--- config.mk ---
export PLATFORM = sky130hd
export DESIGN_NAME = udb_device_burst
export DESIGN_NICKNAME = d
export VERILOG_FILES = /design/src/rtl/udb_pkg.sv /design/src/rtl/udb_sync.sv /design/src/rtl/udb_ctrl.sv /design/src/rtl/udb_rd_eng.sv /design/src/rtl/udb_wr_eng.sv /design/src/rtl/udb_device_burst.sv
export SDC_FILE = /design/constraint.sdc
export NUM_CORES = 1
export LEC_CHECK = 0
export BUFFER_PORTS_ARGS = -buffer_cell sky130_fd_sc_hd__buf_2
export CORE_AREA = 2 2 65 91
export DETAILED_ROUTE_END_ITERATION = 8
export DIE_AREA = 0 0 67 93
export GPL_TIMING_DRIVEN = 0
export PLACE_DENSITY_LB_ADDON = 0.3
export SYNTH_ARGS = -nofsm -noshare
export SYNTH_HDL_FRONTEND = slang
export SYNTH_SLANG_ARGS = --single-unit
--- constraint.sdc ---
create_clock -name clk -period 3 [get_ports clk]
set_input_delay 0.3 -clock clk [delete_from_list [all_inputs] [get_ports clk]]
set_output_delay 0.3 -clock clk [all_outputs]
set_load 0.02 [all_outputs]
--- src/rtl/udb_pkg.sv ---
package udb_pkg;
  typedef enum logic [1:0] {
    ST_IDLE  = 2'd0,
    ST_REQ   = 2'd1,
    ST_BURST = 2'd2,
    ST_DRAIN = 2'd3
  } udb_state_e;

  // A request is allowed only with the mode on and exactly one command pending.
  function automatic logic want_burst(input logic ultra, input logic rd, input logic wr);
    return ultra & (rd ^ wr);
  endfunction

  // A strobe transition in either direction.
  function automatic logic any_edge(input logic now_v, input logic was_v);
    return now_v ^ was_v;
  endfunction
endpackage

--- src/rtl/udb_sync.sv ---
module udb_sync #(
  parameter int W      = 1,
  parameter int STAGES = 2
) (
  input  logic         clk,
  input  logic         rst_n,
  input  logic [W-1:0] d_i,
  output logic [W-1:0] q_o
);
  logic [W-1:0] stg [STAGES];

  always_ff @(posedge clk or negedge rst_n) begin
    if (!rst_n) begin
      for (int i = 0; i < STAGES; i++) stg[i] <= '0;
    end else begin
      stg[0] <= d_i;
      for (int i = 1; i < STAGES; i++) stg[i] <= stg[i-1];
    end
  end

  assign q_o = stg[STAGES-1];
endmodule

--- src/rtl/udb_ctrl.sv ---
module udb_ctrl
  import udb_pkg::*;
(
  input  logic       clk,
  input  logic       rst_n,
  input  logic       want_i,
  input  logic       cmd_rd_i,
  input  logic       ack_s_i,
  input  logic       stop_s_i,
  output udb_state_e st_o,
  output logic       dir_rd_o
);
  udb_state_e st_q, st_d;
  logic       dir_q, dir_d;

  always_comb begin
    st_d  = st_q;
    dir_d = dir_q;
    unique case (st_q)
      ST_IDLE: if (want_i) begin
        st_d  = ST_REQ;
        dir_d = cmd_rd_i;
      end
      ST_REQ: begin
        if (!want_i)      st_d = ST_IDLE;
        else if (ack_s_i) st_d = ST_BURST;
      end
      ST_BURST: begin
        if (!ack_s_i)      st_d = ST_IDLE;
        else if (stop_s_i) st_d = ST_DRAIN;
      end
      ST_DRAIN: if (!ack_s_i) st_d = ST_IDLE;
      default: st_d = ST_IDLE;
    endcase
  end

  always_ff @(posedge clk or negedge rst_n) begin
    if (!rst_n) begin
      st_q  <= ST_IDLE;
      dir_q <= 1'b0;
    end else begin
      st_q  <= st_d;
      dir_q <= dir_d;
    end
  end

  assign st_o     = st_q;
  assign dir_rd_o = dir_q;

  // a lost acknowledge closes any burst on the next clock
  a_r2_ack_release: assert property (@(posedge clk) disable iff (!rst_n)
    ((st_q == ST_BURST || st_q == ST_DRAIN) && !ack_s_i) |=> (st_q == ST_IDLE));
  // the burst is entered only from the request state with acknowledge seen
  a_r1_entry_path: assert property (@(posedge clk) disable iff (!rst_n)
    (st_q == ST_BURST && $past(st_q) != ST_BURST) |-> ($past(st_q) == ST_REQ && $past(ack_s_i)));
  // a stop in a live burst moves to the draining state
  a_r7_stop_drains: assert property (@(posedge clk) disable iff (!rst_n)
    (st_q == ST_BURST && ack_s_i && stop_s_i) |=> (st_q == ST_DRAIN));
endmodule

--- src/rtl/udb_rd_eng.sv ---
module udb_rd_eng #(
  parameter int DW = 16
) (
  input  logic          clk,
  input  logic          rst_n,
  input  logic          run_i,
  input  logic          fin_i,
  input  logic          clr_i,
  input  logic          ready_i,
  input  logic          stop_i,
  input  logic          qv_i,
  input  logic [DW-1:0] qd_i,
  output logic          pop_o,
  output logic          strobe_o,
  output logic [DW-1:0] data_o
);
  logic          phase_q;
  logic          strobe_q;
  logic [DW-1:0] data_q;
  logic          fire_w;

  assign pop_o  = run_i & ready_i & qv_i & ~phase_q & ~stop_i;
  assign fire_w = phase_q & (run_i | fin_i);

  always_ff @(posedge clk or negedge rst_n) begin
    if (!rst_n) begin
      phase_q  <= 1'b0;
      strobe_q <= 1'b0;
      data_q   <= '0;
    end else if (clr_i) begin
      phase_q  <= 1'b0;
      strobe_q <= 1'b0;
    end else if (pop_o) begin
      phase_q <= 1'b1;
      data_q  <= qd_i;
    end else if (fire_w) begin
      phase_q  <= 1'b0;
      strobe_q <= ~strobe_q;
    end
  end

  assign strobe_o = strobe_q;
  assign data_o   = data_q;

  // a popped word is loaded and waits for its strobe
  a_r4_pop_loads: assert property (@(posedge clk) disable iff (!rst_n)
    pop_o |=> (phase_q && data_q == $past(qd_i)));
  // the strobe moves only to mark a loaded word, or to return to 0
  a_r3_strobe_paced: assert property (@(posedge clk) disable iff (!rst_n)
    !$stable(strobe_q) |-> ($past(phase_q) || $past(clr_i)));
endmodule

--- src/rtl/udb_wr_eng.sv ---
module udb_wr_eng #(
  parameter int DW = 16
) (
  input  logic          clk,
  input  logic          rst_n,
  input  logic          act_i,
  input  logic          line_s_i,
  input  logic [DW-1:0] bus_s_i,
  output logic          push_o,
  output logic [DW-1:0] data_o
);
  import udb_pkg::*;

  logic          line_q;
  logic          push_q;
  logic [DW-1:0] data_q;
  logic          edge_w;
  logic          cap_w;

  assign edge_w = any_edge(line_s_i, line_q);
  assign cap_w  = act_i & edge_w;

  always_ff @(posedge clk or negedge rst_n) begin
    if (!rst_n) begin
      line_q <= 1'b0;
      push_q <= 1'b0;
      data_q <= '0;
    end else begin
      line_q <= line_s_i;
      push_q <= cap_w;
      if (cap_w) data_q <= bus_s_i;
    end
  end

  assign push_o = push_q;
  assign data_o = data_q;

  // a push carries the bus value seen with the strobe transition
  a_r5_push_word: assert property (@(posedge clk) disable iff (!rst_n)
    push_q |-> (data_q == $past(bus_s_i)));
endmodule

--- src/rtl/udb_device_burst.sv ---
module udb_device_burst
  import udb_pkg::*;
#(
  parameter int DW = 16
) (
  input  logic          clk,
  input  logic          rst_n,
  input  logic          mode_ultra_i,
  input  logic          cmd_rd_i,
  input  logic          cmd_wr_i,
  input  logic          host_ack_i,
  input  logic          host_line_i,
  input  logic          host_stop_i,
  output logic          dev_req_o,
  output logic          dev_line_o,
  output logic          burst_o,
  input  logic [DW-1:0] bus_i,
  output logic [DW-1:0] bus_o,
  output logic          bus_oe_o,
  input  logic          rdq_valid_i,
  input  logic [DW-1:0] rdq_data_i,
  output logic          rdq_pop_o,
  input  logic          wrq_full_i,
  output logic          wrq_push_o,
  output logic [DW-1:0] wrq_data_o
);
  localparam int CW = 3;

  logic [CW-1:0] ctl_s;
  logic [DW-1:0] bus_s;
  logic          ack_s, line_s, stop_s;
  udb_state_e    st;
  logic          dir_rd;
  logic          burst_w, rd_run_w, rd_fin_w, wr_act_w;
  logic          strobe_w;

  udb_sync #(.W(CW), .STAGES(2)) u_ctl_sync (
    .clk(clk), .rst_n(rst_n),
    .d_i({host_stop_i, host_line_i, host_ack_i}), .q_o(ctl_s));

  udb_sync #(.W(DW), .STAGES(2)) u_bus_dly (
    .clk(clk), .rst_n(rst_n), .d_i(bus_i), .q_o(bus_s));

  assign ack_s  = ctl_s[0];
  assign line_s = ctl_s[1];
  assign stop_s = ctl_s[2];

  udb_ctrl u_ctrl (
    .clk(clk), .rst_n(rst_n),
    .want_i(want_burst(mode_ultra_i, cmd_rd_i, cmd_wr_i)),
    .cmd_rd_i(cmd_rd_i), .ack_s_i(ack_s), .stop_s_i(stop_s),
    .st_o(st), .dir_rd_o(dir_rd));

  assign burst_w  = (st == ST_BURST) || (st == ST_DRAIN);
  assign rd_run_w = (st == ST_BURST) && dir_rd;
  assign rd_fin_w = (st == ST_DRAIN) && dir_rd;
  assign wr_act_w = burst_w && !dir_rd;

  udb_rd_eng #(.DW(DW)) u_rd (
    .clk(clk), .rst_n(rst_n),
    .run_i(rd_run_w), .fin_i(rd_fin_w), .clr_i(!burst_w),
    .ready_i(line_s), .stop_i(stop_s),
    .qv_i(rdq_valid_i), .qd_i(rdq_data_i),
    .pop_o(rdq_pop_o), .strobe_o(strobe_w), .data_o(bus_o));

  udb_wr_eng #(.DW(DW)) u_wr (
    .clk(clk), .rst_n(rst_n),
    .act_i(wr_act_w), .line_s_i(line_s), .bus_s_i(bus_s),
    .push_o(wrq_push_o), .data_o(wrq_data_o));

  assign dev_req_o  = (st == ST_REQ) || (st == ST_BURST);
  assign burst_o    = burst_w;
  assign bus_oe_o   = burst_w && dir_rd;
  assign dev_line_o = (burst_w && dir_rd)          ? strobe_w :
                      ((st == ST_BURST) && !dir_rd) ? !wrq_full_i : 1'b0;

  // the device never drives the bus while a write capture is landing
  a_r8_no_drive_on_capture: assert property (@(posedge clk) disable iff (!rst_n)
    bus_oe_o |-> !wrq_push_o);
endmodule

# ---- Word-level counts from Yosys, hierarchy flattened
# Index checks and enable logic that the tools add are counted.
# Widths: inputs -> output; s select.
dict set report op_classes {
  n_mux 15
  bitwise_logic 13
  reduce_logical 14
  eq_ne 10
}
# op count
set op_table {}
lappend op_table {{$mux 2} 6}
lappend op_table {{$mux 1} 8}
lappend op_table {{$pmux 2 s4} 1}
lappend op_table {{$and 1x1->1} 7}
lappend op_table {{$ne 3x2->1 const B} 2}
lappend op_table {{$reduce_and 2->1} 3}
lappend op_table {{$logic_and 1x1->1} 5}
lappend op_table {{$eq 2x2->1 const B} 2}
lappend op_table {{$ne 2x1->1 const B} 2}
lappend op_table {{$ne 2x2->1 const B} 2}
lappend op_table {{$reduce_and 4->1} 1}
lappend op_table {{$ne 3x3->1 const B} 1}
lappend op_table {{$not 1->1} 3}
lappend op_table {{$eq 2x1->1 const B} 1}
lappend op_table {{$logic_not 1->1} 2}
lappend op_table {{$logic_not 2->1} 1}
lappend op_table {{$logic_or 1x1->1} 2}
lappend op_table {{$xor 1x1->1} 2}
lappend op_table {{$or 1x1->1} 1}
dict set report totals {
  input_bits 42
  out_inout_bits 38
  elab_cells 64
  register_bits 77
}

# ---- Depth between registers and ports, before layout
dict set report depth {
  word_depth 8
  mapped_depth 7
}

# ---- Modules after synthesis
# A second synthesis with hierarchy kept.
dict set report unflattened {
  hier_cells 165
  hier_area_um2 2793.9
}
# mod n_inst cells_per_inst area_each_um2 seq_area_each_um2
set by_module_without_submodules {}
lappend by_module_without_submodules {{udb_sync (u_bus_dly)} 1 48 920.9 800.8}
lappend by_module_without_submodules {udb_rd_eng 1 45 765.7 450.4}
lappend by_module_without_submodules {udb_wr_eng 1 38 694.4 450.4}
lappend by_module_without_submodules {{udb_sync (u_ctl_sync)} 1 9 172.7 150.1}
lappend by_module_without_submodules {udb_ctrl 1 10 136.4 75.1}
lappend by_module_without_submodules {udb_device_burst 1 15 103.8 0.0}

# ---- Least setup slack after synthesis
# OpenSTA, ideal clock, no wires.
dict set report synth_path {
  path_kind {register to register}
  from {register u_ctrl.st_q[0], in the netlist u_ctrl.st_o[0]}
  to {register u_rd.data_q[10], in the netlist u_rd.data_o[10]}
  path_slack_ns 1.196
  arrival_time_ns 1.679
  period_less_slack_ns 1.804
  setup_ns 0.125
  path_stages_with_launch 8
  path_buffers 2
  cell_sequence {dfrtp_1 -> inv_1 -> ha_1 -> nor2b_1 -> and4bb_1 -> buf_6 -> buf_6 -> mux2_2}
}
dict set report synth_between {
  elab_chain_cells 7
}
# element line_no
set synth_lines {}
lappend synth_lines {{start: declaration} udb_ctrl.sv:13} ;# udb_state_e st_q, st_d;
lappend synth_lines {{start signal: assignment} udb_ctrl.sv:42} ;# st_q <= st_d;
lappend synth_lines {{$eq 2x2->1} udb_device_burst.sv:55} ;# assign rd_run_w = (st == ST_BURST) && dir_rd;
lappend synth_lines {{$logic_and 1x1->1} udb_device_burst.sv:55}
lappend synth_lines {{$and 1x1->1 (4 in a row)} udb_rd_eng.sv:22} ;# assign pop_o = run_i & ready_i & qv_i & ~phase_q & ~stop_i;
lappend synth_lines {{net rdq_pop_o} udb_device_burst.sv:22} ;# output logic rdq_pop_o,
lappend synth_lines {{$reduce_and 2->1 (no source line)} n/a}
lappend synth_lines {{end signal: assignment} udb_rd_eng.sv:35} ;# data_q <= qd_i;
lappend synth_lines {{end: declaration} udb_rd_eng.sv:19} ;# logic [DW-1:0] data_q;
# The timed path passes the listed nets, and every way through them passes these cells.
# A chain may end at the register's enable or synchronous reset.

# ---- Worst setup path after layout
dict set report layout_path {
  from {register u_ctrl.st_q[0], in the netlist u_ctrl.st_o[0]}
  to {output rdq_pop_o}
}
dict set report layout_between {
  elab_chain_cells 6
}
# element line_no
set layout_lines {}
lappend layout_lines {{$eq 2x2->1} udb_device_burst.sv:55}
lappend layout_lines {{$logic_and 1x1->1} udb_device_burst.sv:55}
lappend layout_lines {{$and 1x1->1 (4 in a row)} udb_rd_eng.sv:22}
lappend layout_lines {{end: declaration} udb_device_burst.sv:22}
# No other way between the ends.

==> results.md <==
- Largest net degree at the start of global routing: 55
- Buf/Inv on CP: 4
- Endpoints failing setup: 0
- Synth top area cells: dfrtp_1 74%, mux2_2 14%, ha_1 2.4%
- Clock skew: between 0.007 and 0.008 ns
- Setup crit end: rdq_pop_o
- CTS max path bufs: 2
- FMAX: ~430 MHz
- Adder-Cell Fraction of Synth Area: 0.0240
- Die area: 6230 sq um
- Worst Hold Slack: between 0.06 and 0.07 ns
- Seq/Total Area, Yosys: 0.738
- Die X: 67 microns
- Wirelength per Cell: 13.2 microns
- R2r endpoint: u_wr.data_o[0]$_DFFE_PN0P_
- CP dominant cell by count: buf_6
- Synth Area per Inst: 17.4 sq um
- CP endpoint kind: primary output
- Async set-reset flop share out of synthesis: 1.00
- Worst VDD drop: 502 uV
- DRC: 0
- Instance count on the critical path: 7
- Post-layout utilization of the core: 0.610
- Final Hold Viols: 0
- # nets final: a little under 300
- Cells along the critical path: inv_1 > ha_1 > nor2b_1 > and4bb_1 > buf_6 > buf_6 > buf_2
- Row cnt: 32
- Top-area cell type share of the netlist area: 0.738
- Arrival time of the worst setup path: 2.04 ns
- Most common cell in the netlist: dfrtp_1
- Power Dens Cells: 824 nW/um^2
- Number of synthesized flops with an enable pin: 0
- Required time of the critical path: 2.70 ns
- Slew HR: 0.684
- GPL Wtd Cong: 0.695
- Post-synthesis compound-gate area fraction: 0.0225
- Vias: 1,474
- Total negative slack for setup checks: 0 ns
- Status: completed
- Synthesis Warnings: 0
- Synth Register Bits: 77
- First-pass GRT wire length: 6.85 mm
- Slew Limit Fails: 0
- Hold WC Path Type: input pin to flip-flop
- # diodes: 0
- FF-to-FF Start: u_ctrl.st_o[0]$_DFFE_PN0P_
- CTS tree: yes
- Post-DP HPWL: 2.95 mm
- Mux contribution to synthesized area: 0.148
- Cells after synthesis: 150
- Post-cts sizing count: 0
- DR vias/cell: 4.68
- Critical path's top delay family: buffers and inverters
- Overall Global Routing Usage: 0.152
- Inst Count DP: 298
- Netlist cell types: 24
- Syn nets: 197
- RSZ-0062 raised after global routing: false
- Simple-Gate Fraction of Synth Area: 0.0345
- Max incr delay on CP: 0.41 ns
- Initial antenna violation count: 0
- Top Ports: 80
- Slowest CP cell: dfrtp_1
- Sink Count: between 70 and 80
- Setup crit start: u_ctrl.st_o[0]$_DFFE_PN0P_
- CTS clk-pin slew, worst paths: ~0.080 ns
- Layout Cells excl Fill: 315
- Main combinational cell family by area after synthesis: multiplexers
- XOR/XNOR Fraction of Synth Area: 0.0101
- Initial Utilization: 0.479
- Max Cap Viol: 0
- Iteration-0 DRC Markers: 40
- Drt total wl: about 4.2 mm
- Placed Area: 3120 sq um
- Synth area leader: dfrtp_1
- Total Power: 2.74 mW
- Biggest fanout along the worst timing path: 10
- Tmin final: about 2.3 ns
- Area delta synth->final: 27.3%
- Worst reg2reg path depth: 6
- DP Worst Slack: 0.936 ns
- Total leakage power: about 1.7 nW
- Mapped cell area: 2610 sq um
- Skew-Pair Late Insertion Delay: 0.33 ns
- CTS H-tree depth: 3
- Cts bufs inserted: 9
- Number of global-route vias before repair: 1,500
- Crit path launch type: flip-flop
- Fin crit share: 0.781
- Worst reg-to-reg setup slack: 0.95 ns
- Synth top cells by count: 77 x dfrtp_1, 32 x mux2_2, 6 x nor2_1, 5 x ha_1
- IO Port Bufs: 79
- Core area: 5450 sq um
- Fill count: approximately 440
- CTS root buffer: clkbuf_8
- Overflow after GRT: 0
- Worst slew pin tran: 0.472 ns
- First-pass detailed-route iteration total: 4
- Final worst setup slack: ~0.66 ns
- Ys flop type: dfrtp_1
- Die Y: 93 microns
- Post-route ant nets: 0
- Crit Path Category: flip-flop to primary output
- Proportion of layout cells with a drive suffix above 1: 0.543
- Post-route cell area: 3320 sq um
-- flip-flops by register name, indices dropped and copies added, names as in the netlist --
| register | cells |
|---|---|
| u_ctl_sync.q_o | 3 |
| u_rd.phase_q | 1 |
| u_wr.line_q | 1 |
| u_rd.data_o | 16 |
| u_ctl_sync.stg | 3 |
| u_bus_dly.stg | 16 |
| u_rd.strobe_o | 1 |
| u_ctrl.st_o | 2 |
| u_wr.data_o | 16 |
| u_wr.push_o | 1 |
| u_bus_dly.q_o | 16 |
| u_ctrl.dir_rd_o | 1 |
-- how the worst min path moves through the flow --
stage	start	depth (start not counted)	end	slack, ns
2_1_floorplan	rst_n	0	u_bus_dly.q_o[0]$_DFF_PN0_	0.004
3_3_place_gp	u_bus_dly.stg[23]$_DFF_PN0_	0	u_bus_dly.q_o[7]$_DFF_PN0_	0.33
3_5_place_dp	rst_n	1	u_bus_dly.stg[28]$_DFF_PN0_	0.22
4_1_cts	bus_i[4]	1	u_bus_dly.stg[20]$_DFF_PN0_	0.03
5_1_grt	bus_i[2]	1	u_bus_dly.stg[18]$_DFF_PN0_	0.03
6_report	bus_i[12]	1	u_bus_dly.stg[28]$_DFF_PN0_	0.06
-- layer usage --
| layer | part of all wire | GRT usage | routed length (microns) | up-vias |
|---|---|---|---|---|
| met5 | 0 | 0 | 0 | - |
| met4 | 0.014 | 0.0714 | 57 | 0 |
| met3 | 0.066 | 0.0626 | 274 | 5 |
| met2 | 0.53 | 0.237 | 2190 | 43 |
| met1 | 0.39 | 0.183 | 1640 | 736 |
| li1 | - | - | - | 690 |
-- kinds of logic after synthesis --
kind of cell	count (synthesis)
AO/OA/AOI/OAI	8
XOR/XNOR	3
multiplexers	34
adder cells (fa/ha/maj)	5
AND/OR/NAND/NOR	15
flip-flops	77
buffers and inverters	8
-- cells in the final DEF, fill, tap and decap left out, types with 2 or more instances in the layout --
cell type   instances
buf_2              78
dfrtp_1            77
mux2_2             32
clkbuf_8           11
nor2_1              6
ha_1                5
inv_1               4
buf_6               4
nand2_1             3
xor2_1              2
a21oi_1             2
clkinvlp_4          2
inv_6               2
-- worst reg2reg max path, cell delays in order, from the launching register on --
cell and delay, ns:
dfrtp_1 0.41, inv_1 0.13, ha_1 0.25, nor2_1 0.13, nor3_4 0.44, buf_6 0.22, mux2_2 0.34
-- cell type report --
type | instances | area, sq um | area share
flip-flops and latches | 77 | 1930 | 0.580
clock inverters | 5 | 41.3 | 0.0124
multi-input cells | 65 | 623 | 0.187
inverters | 4 | 15.0 | 0.00452
plain buffers | 4 | 45.0 | 0.0136
clock buffers | 11 | 151 | 0.0456
well taps | 68 | 85.1 | 0.0256
repair buffers | 81 | 435 | 0.131
-- where the power goes --
group          leakage, nW  internal (mW)  switching [mW]
Sequential           0.955           1.21          0.0798
Combinational        0.689          0.316           0.417
Clock               0.0926          0.352           0.364
Total                 1.74           1.88           0.861
-- timing repair --
| action | CTS | global route |
|---|---|---|
| endpoints found under the setup margin | 0 | 0 |
| hold endpoints to repair | 23 | 0 |
| setup buffers | 0 | 0 |
| hold buffers | 1 | 0 |
No activity file was read; power rests on OpenSTA's default activity.
